$ cat config.mk
export PLATFORM = sky130hd
export DESIGN_NAME = vram_addr_gen
export DESIGN_NICKNAME = d
export VERILOG_FILES = /design/src/rtl/vag_pkg.sv /design/src/rtl/vag_cfg_decode.sv /design/src/rtl/vag_pointer.sv /design/src/rtl/vram_addr_gen.sv
export SDC_FILE = /design/constraint.sdc
export NUM_CORES = 1
export LEC_CHECK = 0
export BUFFER_PORTS_ARGS = -buffer_cell sky130_fd_sc_hd__buf_2
export CAP_MARGIN = 20
export CELL_PAD_IN_SITES_DETAIL_PLACEMENT = 0
export CELL_PAD_IN_SITES_GLOBAL_PLACEMENT = 1
export CORE_UTILIZATION = 43
export CTS_CLUSTER_SIZE = 24
export DETAILED_ROUTE_END_ITERATION = 10
export PLACE_DENSITY_LB_ADDON = 0.1
export SYNTH_ARGS = -nofsm -noshare
export SYNTH_HDL_FRONTEND = slang
export SYNTH_SLANG_ARGS = --single-unit
$ cat constraint.sdc
create_clock -name clk -period 3.5 [get_ports clk]
set_input_delay 0.525 -clock clk [delete_from_list [all_inputs] [get_ports clk]]
set_output_delay 0.525 -clock clk [all_outputs]
set_load 0.05 [all_outputs]
$ cat src/rtl/vag_pkg.sv
package vag_pkg;
  localparam int ADDR_W = 17;
  localparam int RUN_W  = 8;
  localparam int SEL_W  = 4;
  localparam int NBYTES = (ADDR_W + 7) / 8;
  localparam int NPTR   = 2;

  typedef logic [ADDR_W-1:0] addr_t;
  typedef logic [RUN_W-1:0]  run_t;

  // bit 1 = windowed enable, bit 0 = count down
  typedef struct packed {
    logic win;
    logic down;
  } mode_t;

  function automatic logic win_on(mode_t m, run_t n);
    return m.win && (n != '0);
  endfunction

  function automatic logic run_ends(mode_t m, run_t n, run_t c);
    return win_on(m, n) && (c <= run_t'(1));
  endfunction

  function automatic addr_t next_addr(addr_t a, mode_t m, logic jump, addr_t s);
    if (jump)        return a + s;
    else if (m.down) return a - addr_t'(1);
    else             return a + addr_t'(1);
  endfunction

  function automatic run_t next_count(mode_t m, run_t n, run_t c);
    if (!win_on(m, n))        return c;
    else if (c <= run_t'(1))  return n;
    else                      return c - run_t'(1);
  endfunction
endpackage

$ cat src/rtl/vag_cfg_decode.sv
module vag_cfg_decode
  import vag_pkg::*;
(
  input  logic                         cfg_we,
  input  logic [SEL_W-1:0]             cfg_sel,
  output logic [NPTR-1:0][NBYTES-1:0]  ptr_byte_we,
  output logic [NPTR-1:0]              ptr_mode_we,
  output logic                         run_we,
  output logic [NBYTES-1:0]            stride_byte_we
);
  // each pointer owns NBYTES address selects followed by one mode select
  localparam int PTR_SPAN = NBYTES + 1;
  localparam int RUN_SEL  = NPTR * PTR_SPAN;
  localparam int STR_BASE = RUN_SEL + 1;

  for (genvar p = 0; p < NPTR; p++) begin : g_ptr
    for (genvar i = 0; i < NBYTES; i++) begin : g_byte
      assign ptr_byte_we[p][i] = cfg_we && (cfg_sel == SEL_W'(p * PTR_SPAN + i));
    end
    assign ptr_mode_we[p] = cfg_we && (cfg_sel == SEL_W'(p * PTR_SPAN + NBYTES));
  end

  assign run_we = cfg_we && (cfg_sel == SEL_W'(RUN_SEL));

  for (genvar i = 0; i < NBYTES; i++) begin : g_stride
    assign stride_byte_we[i] = cfg_we && (cfg_sel == SEL_W'(STR_BASE + i));
  end
endmodule

$ cat src/rtl/vag_pointer.sv
module vag_pointer
  import vag_pkg::*;
(
  input  logic              clk,
  input  logic              rst_n,
  input  logic [NBYTES-1:0] byte_we,
  input  logic              mode_we,
  input  logic [7:0]        wdata,
  input  logic              access,
  input  run_t              run_len,
  input  addr_t             stride,
  output addr_t             ptr,
  output run_t              cnt,
  output mode_t             mode,
  output logic              load
);
  addr_t ptr_n;
  run_t  cnt_n;

  assign load = (|byte_we) || mode_we;

  always_comb begin
    ptr_n = ptr;
    for (int b = 0; b < ADDR_W; b++) begin
      if (byte_we[b / 8]) ptr_n[b] = wdata[b % 8];
    end
    if (!load && access)
      ptr_n = next_addr(ptr, mode, run_ends(mode, run_len, cnt), stride);
  end

  always_comb begin
    if (load)        cnt_n = run_len;
    else if (access) cnt_n = next_count(mode, run_len, cnt);
    else             cnt_n = cnt;
  end

  always_ff @(posedge clk or negedge rst_n) begin
    if (!rst_n) begin
      ptr  <= '0;
      cnt  <= '0;
      mode <= '0;
    end else begin
      ptr <= ptr_n;
      cnt <= cnt_n;
      if (mode_we) mode <= mode_t'(wdata[1:0]);
    end
  end
endmodule

$ cat src/rtl/vram_addr_gen.sv
module vram_addr_gen
  import vag_pkg::*;
(
  input  logic             clk,
  input  logic             rst_n,
  input  logic             cfg_we,
  input  logic [SEL_W-1:0] cfg_sel,
  input  logic [7:0]       cfg_data,
  input  logic             acc_stb,
  input  logic             acc_wr,
  output addr_t            mem_addr,
  output logic             mem_valid
);
  localparam int RD = 0;
  localparam int WR = 1;

  logic [NPTR-1:0][NBYTES-1:0] ptr_byte_we;
  logic [NPTR-1:0]             ptr_mode_we;
  logic                        run_we;
  logic [NBYTES-1:0]           stride_byte_we;

  run_t  run_len;
  addr_t stride;
  addr_t stride_n;

  addr_t [NPTR-1:0] ptr_q;
  run_t  [NPTR-1:0] cnt_q;
  mode_t [NPTR-1:0] mode_q;
  logic  [NPTR-1:0] load_q;
  logic  [NPTR-1:0] acc_q;

  vag_cfg_decode u_dec (
    .cfg_we         (cfg_we),
    .cfg_sel        (cfg_sel),
    .ptr_byte_we    (ptr_byte_we),
    .ptr_mode_we    (ptr_mode_we),
    .run_we         (run_we),
    .stride_byte_we (stride_byte_we)
  );

  assign acc_q[RD] = acc_stb && !acc_wr;
  assign acc_q[WR] = acc_stb && acc_wr;

  for (genvar p = 0; p < NPTR; p++) begin : g_ptr
    vag_pointer u_ptr (
      .clk     (clk),
      .rst_n   (rst_n),
      .byte_we (ptr_byte_we[p]),
      .mode_we (ptr_mode_we[p]),
      .wdata   (cfg_data),
      .access  (acc_q[p]),
      .run_len (run_len),
      .stride  (stride),
      .ptr     (ptr_q[p]),
      .cnt     (cnt_q[p]),
      .mode    (mode_q[p]),
      .load    (load_q[p])
    );
  end

  always_comb begin
    stride_n = stride;
    for (int b = 0; b < ADDR_W; b++) begin
      if (stride_byte_we[b / 8]) stride_n[b] = cfg_data[b % 8];
    end
  end

  always_ff @(posedge clk or negedge rst_n) begin
    if (!rst_n) begin
      run_len <= '0;
      stride  <= '0;
    end else begin
      if (run_we) run_len <= cfg_data;
      stride <= stride_n;
    end
  end

  // named internal events for the checker
  addr_t rd_ptr, wr_ptr;
  run_t  rd_cnt, wr_cnt;
  mode_t rd_mode, wr_mode;
  logic  rd_load, wr_load;
  assign rd_ptr  = ptr_q[RD];
  assign wr_ptr  = ptr_q[WR];
  assign rd_cnt  = cnt_q[RD];
  assign wr_cnt  = cnt_q[WR];
  assign rd_mode = mode_q[RD];
  assign wr_mode = mode_q[WR];
  assign rd_load = load_q[RD];
  assign wr_load = load_q[WR];

  assign mem_valid = acc_stb;
  assign mem_addr  = acc_stb ? (acc_wr ? wr_ptr : rd_ptr) : '0;
endmodule

==> results of run 1 <==
[worst max-delay path: cells and delay by family, from the launching register on]
family,cells,cell delay (ns)
xor gates and xnor gates,1,0.16
and+or+nand+nor,4,1.12
AOI/OAI and AO/OA,6,1.00
buffers and inverters,2,0.25
DFF,1,0.39
adders and majority gates,1,0.32
[cell type report]
class | count | area (um^2)
Sequential cell | 79 | 1980
Multi-Input combinational cell | 524 | 3670
Tap cell | 172 | 215
Clock inverter | 7 | 120
Timing Repair Buffer | 101 | 703
Inverter | 13 | 48.8
Clock buffer | 9 | 225
Fill cell | 1247 | 5760
[power by group through the flow]
stage | logic [W] | registers, W | clock network [W]
5_1_grt | 0.00364 | 0.00165 | 0.00116
6_report | 0.00328 | 0.00161 | 0.00112
2_1_floorplan | 0.00214 | 0.00151 | 0
3_3_place_gp | 0.00303 | 0.00162 | 0
3_5_place_dp | 0.00307 | 0.00163 | 0
4_1_cts | 0.00313 | 0.00161 | 0.00113
[layer usage]
layer	GRT usage (%)	vias to the layer above	share of wire [%]
met5	0	-	0
met4	12.6	0	3.5
met3	3.27	37	2.5
met2	47.1	105	50
met1	33.2	2641	44
li1	-	2533	-
[timing repair]
item,in CTS,in global routing
pin swaps,0,10
hold endpoints to repair,0,0
setup endpoints to repair,9,14
gates resized for setup,8,35
hold buffers,0,0
buffers inserted,0,3
[state kept, by name, summed over array words and instances, names as in the netlist]
name / count
g_ptr.u_ptr.mode: 4
stride: 17
g_ptr.u_ptr.ptr: 34
run_len: 8
g_ptr.u_ptr.cnt: 16
[layout by cell type (no fill, tap or decap), drive strengths merged, types with 3 or more instances in the layout]
| master | Yosys | routed |
|---|---|---|
| ha | 36 | 36 |
| xor2 | 15 | 15 |
| dfrtp | 79 | 79 |
| nor2 | 53 | 53 |
| bufinv | 0 | 3 |
| mux2 | 30 | 30 |
| a31oi | 5 | 5 |
| or3 | 6 | 6 |
| and3 | 3 | 3 |
| o21a | 6 | 6 |
| a21oi | 41 | 41 |
| o211ai | 3 | 3 |
| nand3 | 8 | 8 |
| o21ai | 60 | 60 |
| nand2 | 73 | 73 |
| xnor2 | 6 | 6 |
| a211oi | 4 | 4 |
| buf | 5 | 101 |
| a22oi | 26 | 26 |
| o22a | 3 | 3 |
| clkbuf | 17 | 9 |
| nor4 | 6 | 6 |
| o21bai | 7 | 7 |
| a21o | 22 | 22 |
| mux2i | 21 | 21 |
| nand4 | 7 | 7 |
| nor3 | 13 | 13 |
| a21boi | 4 | 4 |
| o31ai | 8 | 8 |
| nor2b | 18 | 18 |
| or4 | 3 | 3 |
| nand2b | 7 | 7 |
| inv | 13 | 14 |
| a221oi | 7 | 7 |
[cells by family after synthesis]
kind of cell | after synthesis | synth area share [%]
AO/OA/AOI/OAI | 209 | 23.9
AND/OR/NAND/NOR | 205 | 17.2
multiplexers | 51 | 9.68
flip-flops | 79 | 34.9
XOR/XNOR | 21 | 3.25
buffers and inverters | 35 | 2.39
adder cells (fa/ha/maj) | 38 | 8.67
[metrics by stage]
| step | area [um^2] | util (%) | instances | setup WS [ns] |
|---|---|---|---|---|
| 2_1_floorplan | 5660 | - | 638 | 0.00593 |
| 3_3_place_gp | 6440 | 50.6 | 885 | -0.0118 |
| 3_5_place_dp | 6440 | 50.6 | 885 | -0.115 |
| 4_1_cts | 6810 | 53.5 | 901 | 0.0217 |
| 5_1_grt | 6960 | 54.7 | 905 | -0.0259 |
| 6_report | 6960 | 54.7 | 905 | 0.132 |
[worst paths after layout]
check	from	cells after the start	slack (ns)	end
max	g_ptr[0].u_ptr.cnt[2]	14	0.13	g_ptr[0].u_ptr.ptr[16]
min in group clk	g_ptr[1].u_ptr.cnt[6]	2	0.49	g_ptr[1].u_ptr.cnt[6]
max reg2reg	g_ptr[0].u_ptr.cnt[2]	14	0.13	g_ptr[0].u_ptr.ptr[16]
max in group asynchronous	rst_n	2	2.88	g_ptr[1].u_ptr.ptr[9]
min	rst_n	1	0.02	g_ptr[0].u_ptr.cnt[3]
min reg2reg	g_ptr[1].u_ptr.cnt[6]	2	0.49	g_ptr[1].u_ptr.cnt[6]
==> impl_metrics.tcl, run 1 <==
set metrics [dict create \
    synthDistinctLibCells 57 \
    routed_wirelength_um 17500 \
    dieArea_um2 13600 \
    first_global_vias 5196 \
    detail_route.vias_per_cell 5.87 \
    vdd.ir_drop.worst_uv 370 \
    slew_viol_final 0 \
    overflow 0 \
    insertion_delay_ns 0.35 \
    min_period_over_period_pct 96.2 \
    startpoint_type "register" \
    drive_above_1_share_pct 25.0 \
    antenna_found_initial 0 \
    cp-end-kind "register" \
    drtPass1Iterations 5 \
    grt_max_degree 80 \
    synthTopCellsByArea "dfrtp_1, ha_1, mux2_2" \
    synth_largest_area_cell "dfrtp_1" \
    port_buffers 34 \
    hold_viol 0 \
    p_int_w 0.00342 \
    rsz0062_at_grt "yes" \
    synth_area_um2 5660 \
    synth_flop_cell "dfrtp_1" \
    dieWidth_um 117 \
    wire_per_inst_um 19.3 \
    worst_path_max_delay_cell "or4_4" \
    fin_crit_ns 3.37 \
    combPwrFrac_pct 54.6 \
    fin_skew_ns 0.00623 \
    cts_buffers 9 \
    max_stage_delay_ns 0.58 \
    cts_tree "yes" \
    syn2layout_area_growth_pct 23.0 \
    cp.required_ns 3.71 \
    setup_viol 0 \
    yosysMostFrequentCell "dfrtp_1" \
    arrival_ns 3.58 \
    synth.top_cells.by_count "dfrtp_1, nand2_1, o21ai_0" \
    synth_async_sr_flop_share_pct 100 \
    yosysTopAreaCellShare_pct 34.9 \
    cts.sinks 79 \
    yosysSeqAreaShare_pct 34.9 \
    htree_levels 3 \
    worstHoldPathType "input pin to asynchronous set/reset pin" \
    final.setup.tns_ns 0 \
    fin_total_pwr_w 0.00602 \
    fin_nets 783 \
    drt.antenna.violating_nets 0 \
    hold_slack_ns 0.0161 \
    switchingPower_w 0.00260 \
    power_switching_share_pct 43.2 \
    cp_max_fo 7 \
    dr_total_vias 5316 \
    cts_root_buf "clkbuf_16" \
    pin_count 35 \
    grt_use_total_pct 27.0 \
    critPathKind "register to register" \
    maxSlewHeadroom_pct 41.4 \
    drc 0 \
    syn_nets 693 \
    core-area_um2 12700 \
    maxCapViolCount 0 \
    die_h_um 117 \
    path_clk_slew_ns 0.06 \
    outcome "finished clean" \
    start_util_pct 44.5 \
    synth-edff-count 0 \
    worst_slew_pin_slew_ns 0.874 \
    yosysWarnings 0 \
    p_leak_nw 3.21 \
    p_per_area_nw_per_um2 864 \
    power_frac_clock_pct 18.6 \
    synthCells 638 \
    num_rows 41 \
    synth-seq-cells 79 \
    syn_avg_cell_area_um2 8.87 \
    drtIter0Drc 342 \
    power_frac_seq_pct 26.8 \
    max_freq_mhz 297 \
    grt_pass1_wl_um 27300 \
    worstPathCellList "or2_2 -> or4_4 -> o21ai_4 -> buf_6 -> buf_4 -> nand2_1 -> ha_1 -> a21oi_2 -> o211ai_1 -> nand3_1 -> o21ai_1 -> a221oi_2 -> xnor2_1 -> a21oi_1" \
    diodes 0 \
    post-dp-hpwl_um 12800 \
    place_congestion 0.853 \
    clk_path_buf_depth 2 \
]
Power figures use the tool's default switching activity.
==> run 2: changes to the inputs <==
MAX_ROUTING_LAYER = met4   (was unset)
==> impl_metrics.tcl, run 2 (synthesized netlist as in run 1, its figures left out) <==
set metrics [dict create \
    rsz0062_at_grt "yes" \
    detail_route.vias_per_cell 5.86 \
    final_cell_mix "dfrtp_1, nand2_1, buf_4" \
    vdd.ir_drop.worst_uv 393 \
    syn2layout_area_growth_pct 23.0 \
    cts_tree "yes" \
    hold_viol 0 \
    fin_nets 782 \
    clk_path_buf_depth 2 \
    drc 0 \
    combPwrFrac_pct 54.0 \
    power_frac_clock_pct 19.6 \
    critPathKind "register to register" \
    maxSlewHeadroom_pct 46.6 \
    wire_per_inst_um 19.8 \
    cp.required_ns 3.77 \
    place_congestion 0.868 \
    r2r-end "g_ptr[1].u_ptr.ptr[14]" \
    die_h_um 117 \
    cts_root_buf "clkbuf_16" \
    first_global_vias 5356 \
    cp-end-kind "register" \
    stdcell_count 904 \
    layout_commonest_cell "dfrtp_1" \
    timing.rr.start "run_len[2]" \
    diodes 0 \
    max_freq_mhz 297 \
    placedCellCount 886 \
    pin_count 35 \
    p_leak_nw 3.22 \
    setup_viol 0 \
    fin_crit_ns 3.37 \
    largest_register_ffs 34 \
    drtIter0Drc 265 \
    htree_levels 3 \
    dieArea_um2 13600 \
    path_clk_slew_ns 0.07 \
    arrival_ns 3.64 \
    antenna_found_initial 0 \
    final_util_pct 54.7 \
    grt_max_degree 80 \
    slew_viol_final 0 \
    overflow 0 \
    num_rows 41 \
    routed_wirelength_um 17900 \
    hold_slack_ns 0.0195 \
    reg_top3 "g_ptr.u_ptr.ptr (34), stride (17), g_ptr.u_ptr.cnt (16)" \
    fin_skew_ns 0.00629 \
    outcome "finished clean" \
    p_per_area_nw_per_um2 879 \
    min_period_over_period_pct 96.2 \
    cp_max_fo 14 \
    core-area_um2 12700 \
    port_buffers 34 \
    maxCapViolCount 0 \
    crit_path_start "run_len[2]" \
    worst_slew_pin_slew_ns 0.798 \
    drt.antenna.violating_nets 0 \
    grt_pass1_wl_um 28000 \
    dr_total_vias 5295 \
    power_frac_seq_pct 26.4 \
    worstHoldPathType "input pin to asynchronous set/reset pin" \
    power_switching_share_pct 43.0 \
    switchingPower_w 0.00263 \
    post-dp-hpwl_um 13100 \
    cts.sinks 79 \
    start_util_pct 44.5 \
    insertion_delay_ns 0.36 \
    cts_buffers 9 \
    startpoint_type "register" \
    rrSetupSlack_ns 0.13 \
    p_int_w 0.00348 \
    dieWidth_um 117 \
    drtPass1Iterations 5 \
    drive_above_1_share_pct 24.0 \
    cts_hold_buf 0 \
    reg2reg_depth 14 \
    grt_use_total_pct 28.8 \
    top_register "g_ptr.u_ptr.ptr" \
]
-- run 2: power groups by stage --
stage | logic, W | registers [W] | clock network, W
after detailed placement | 0.00310 | 0.00163 | 0
after global routing | 0.00366 | 0.00165 | 0.00125
after global placement | 0.00303 | 0.00162 | 0
final | 0.00330 | 0.00162 | 0.00120
after CTS | 0.00314 | 0.00161 | 0.00121
after floorplan | 0.00214 | 0.00151 | 0
-- run 2: worst max-delay path: stages, from the launching register on --
cell and delay [ns]:
dfrtp_1 0.38, or4_4 0.56, o21ai_1 0.15, buf_4 0.13
nor2_1 0.06, buf_4 0.18, a21o_1 0.21, ha_1 0.27
o21a_1 0.23, o2111ai_1 0.24, o21ai_2 0.13, a31oi_1 0.27
o21ai_1 0.10, mux2_2 0.27, o21ai_1 0.12
-- run 2: worst max path at each step --
stage / cells past startpoint / slack, ns / to
after floorplan: 14 / 0.006 / g_ptr[0].u_ptr.ptr[16]
after global placement: 14 / -0.02 / g_ptr[1].u_ptr.ptr[14]
after detailed placement: 13 / -0.22 / g_ptr[1].u_ptr.ptr[13]
after CTS: 13 / 0.002 / g_ptr[0].u_ptr.ptr[15]
after global routing: 14 / -0.12 / g_ptr[1].u_ptr.ptr[14]
final: 14 / 0.13 / g_ptr[1].u_ptr.ptr[14]
-- run 2: stage by stage --
| stage | area [um^2] | setup WS (ns) | TNS (ns) | total power, W |
|---|---|---|---|---|
| global placement | 6440 | -0.0171 | -0.0175 | 0.00465 |
| global route | 6960 | -0.122 | -0.209 | 0.00655 |
| finish | 6960 | 0.132 | 0 | 0.00612 |
| floorplan | 5660 | 0.00593 | 0 | 0.00365 |
| detailed placement | 6440 | -0.220 | -0.594 | 0.00472 |
| CTS | 6830 | 0.00220 | 0 | 0.00596 |
-- run 2: what timing repair did --
item,in CTS,in global routing
buffers inserted,0,1
endpoints found under the setup margin,7,14
resized for setup,5,32
pin swaps,0,5
-- run 2: final cells by class --
| cell class | count | area, um^2 |
|---|---|---|
| fill | 1214 | 5760 |
| clock inverter | 7 | 145 |
| inverter | 13 | 48.8 |
| sequential | 79 | 1980 |
| multi-input combinational | 524 | 3660 |
| tap | 172 | 215 |
| clock buffer | 9 | 225 |
| timing repair buffer | 100 | 688 |
-- run 2: metal layers --
metal  wire (um)  vias to the layer above  track usage (%)
met5           0                        -                -
met4         677                        0             13.7
met3         475                       38             3.58
met2        9060                      101             49.3
met1        7720                     2613             33.4
li1            -                     2543                -
==> run 3: changes to the inputs <==
ABC_CLOCK_PERIOD_IN_PS = 4000   (was unset)
CORE_UTILIZATION = 45   (was 43)
clock period = 4 ns   (was 3.5 ns; I/O delays follow)
==> impl_metrics.tcl, run 3 (synthesized netlist as in run 1, its figures left out) <==
set metrics [dict create \
    outcome "finished clean" \
    core-area_um2 12100 \
    fin_area_um2 6390 \
    cp_max_fo 15 \
    cp-end-kind "register" \
    die_h_um 114 \
    grt_pass1_wl_um 26800 \
    drt.antenna.violating_nets 0 \
    diodes 0 \
    port_buffers 34 \
    drive_above_1_share_pct 14.9 \
    antenna_found_initial 0 \
    drtPass1Iterations 5 \
    fin_skew_ns 0.00679 \
    drc 0 \
    cts_hold_buf 0 \
    vdd.ir_drop.worst_uv 409 \
    max_stage_delay_ns 0.57 \
    detail_route.vias_per_cell 5.87 \
    htree_levels 3 \
    placedCellCount 830 \
    cts_root_buf "clkbuf_16" \
    first_global_vias 5000 \
    critical_path_buf_inv_count 1 \
    rsz0062_at_grt "no" \
    final.setup.tns_ns 0 \
    setup_viol 0 \
    final_util_pct 52.8 \
    dieArea_um2 13000 \
    worstHoldPathType "input pin to asynchronous set/reset pin" \
    dieWidth_um 114 \
    p_leak_nw 2.92 \
    min_period_over_period_pct 94.0 \
    final_cell_mix "dfrtp_1, nand2_1, o21ai_0" \
    grt_use_total_pct 28.2 \
    crit_family "compound AO/OA/AOI/OAI gates" \
    grt_max_degree 62 \
    arrival_ns 3.97 \
    hold_viol 0 \
    cp.required_ns 4.21 \
    reg_top3 "g_ptr.u_ptr.ptr (34), stride (17), g_ptr.u_ptr.cnt (16)" \
    stdcell_count 845 \
    wire_per_inst_um 20.1 \
    maxCapViolCount 0 \
    largest_register_ffs 34 \
    cts.sinks 79 \
    start_util_pct 46.7 \
    clk_path_buf_depth 2 \
    maxSlewHeadroom_pct 39.2 \
    top_register "g_ptr.u_ptr.ptr" \
    slew_viol_final 0 \
    worstPathCellList "or3_4 -> or4_4 -> o21ai_4 -> buf_4 -> nand2_1 -> ha_1 -> a211oi_1 -> o211ai_1 -> nand3_1 -> o21ai_0 -> a221oi_1 -> xnor2_1 -> a21oi_1" \
    dr_total_vias 4961 \
    layout_commonest_cell "dfrtp_1" \
    hold_slack_ns 0.333 \
    post_dp_cell_area_um2 6050 \
    syn2layout_area_growth_pct 13.0 \
    worst_path_max_delay_cell "or4_4" \
    max_freq_mhz 266 \
    num_rows 40 \
    critPathKind "register to register" \
    startpoint_type "register" \
    post-dp-hpwl_um 12400 \
    path_clk_slew_ns 0.06 \
    cts_buffers 9 \
    insertion_delay_ns 0.35 \
    overflow 0 \
    drtIter0Drc 330 \
    cts_tree "yes" \
    fin_nets 728 \
    pin_count 35 \
    p_per_area_nw_per_um2 752 \
    worst_slew_pin_slew_ns 0.908 \
    place_congestion 0.852 \
    routed_wirelength_um 17000 \
    fin_crit_ns 3.76 \
]
-- run 3: per-layer routing --
| layer | GRT usage (%) | up-vias | routed length, um |
|---|---|---|---|
| met2 | 49.1 | 113 | 8610 |
| met1 | 33.1 | 2394 | 7330 |
| met4 | 9.35 | 0 | 422 |
| met5 | - | - | 0 |
| met3 | 4.92 | 29 | 600 |
| li1 | - | 2425 | - |
-- run 3: final cells by class --
cell class | instances | area [um^2]
fill | 1193 | 5720
multi-input combinational | 524 | 3550
sequential | 79 | 1980
timing repair buffer | 46 | 263
clock buffer | 10 | 239
tap | 168 | 210
clock inverter | 5 | 106
inverter | 13 | 48.8
-- run 3: report_power, final --
group	internal (W)	switching [W]
sequential	0.00110	0.000349
clock	0.000625	0.000351
combinational	0.000966	0.00142
total	0.00270	0.00211
-- run 3: worst paths after layout --
path	start	end	slack, ns	depth (start not counted)
worst max-delay path	g_ptr[0].u_ptr.cnt[4]	g_ptr[0].u_ptr.ptr[16]	0.24	13
worst min-delay path	rst_n	g_ptr[0].u_ptr.cnt[6]	0.33	1
worst max register to register	g_ptr[0].u_ptr.cnt[4]	g_ptr[0].u_ptr.ptr[16]	0.24	13
worst min register to register	g_ptr[1].u_ptr.mode[0]	g_ptr[1].u_ptr.mode[0]	0.51	1
max in group asynchronous	rst_n	g_ptr[1].u_ptr.ptr[5]	2.83	2
min in group clk	g_ptr[1].u_ptr.mode[0]	g_ptr[1].u_ptr.mode[0]	0.51	1
-- run 3: what timing repair did --
action,4_1_cts,5_1_grt
setup endpoints to repair,0,6
endpoints found under the hold margin,0,0
setup buffers,0,0
gates resized for setup,0,6
-- run 3: per-stage QoR --
stage,power [W],setup WS (ns)
floorplan,0.00319,0.323
global placement,0.00379,0.321
detailed placement,0.00382,0.261
CTS,0.00481,0.208
global route,0.00517,0.0339
finish,0.00481,0.241
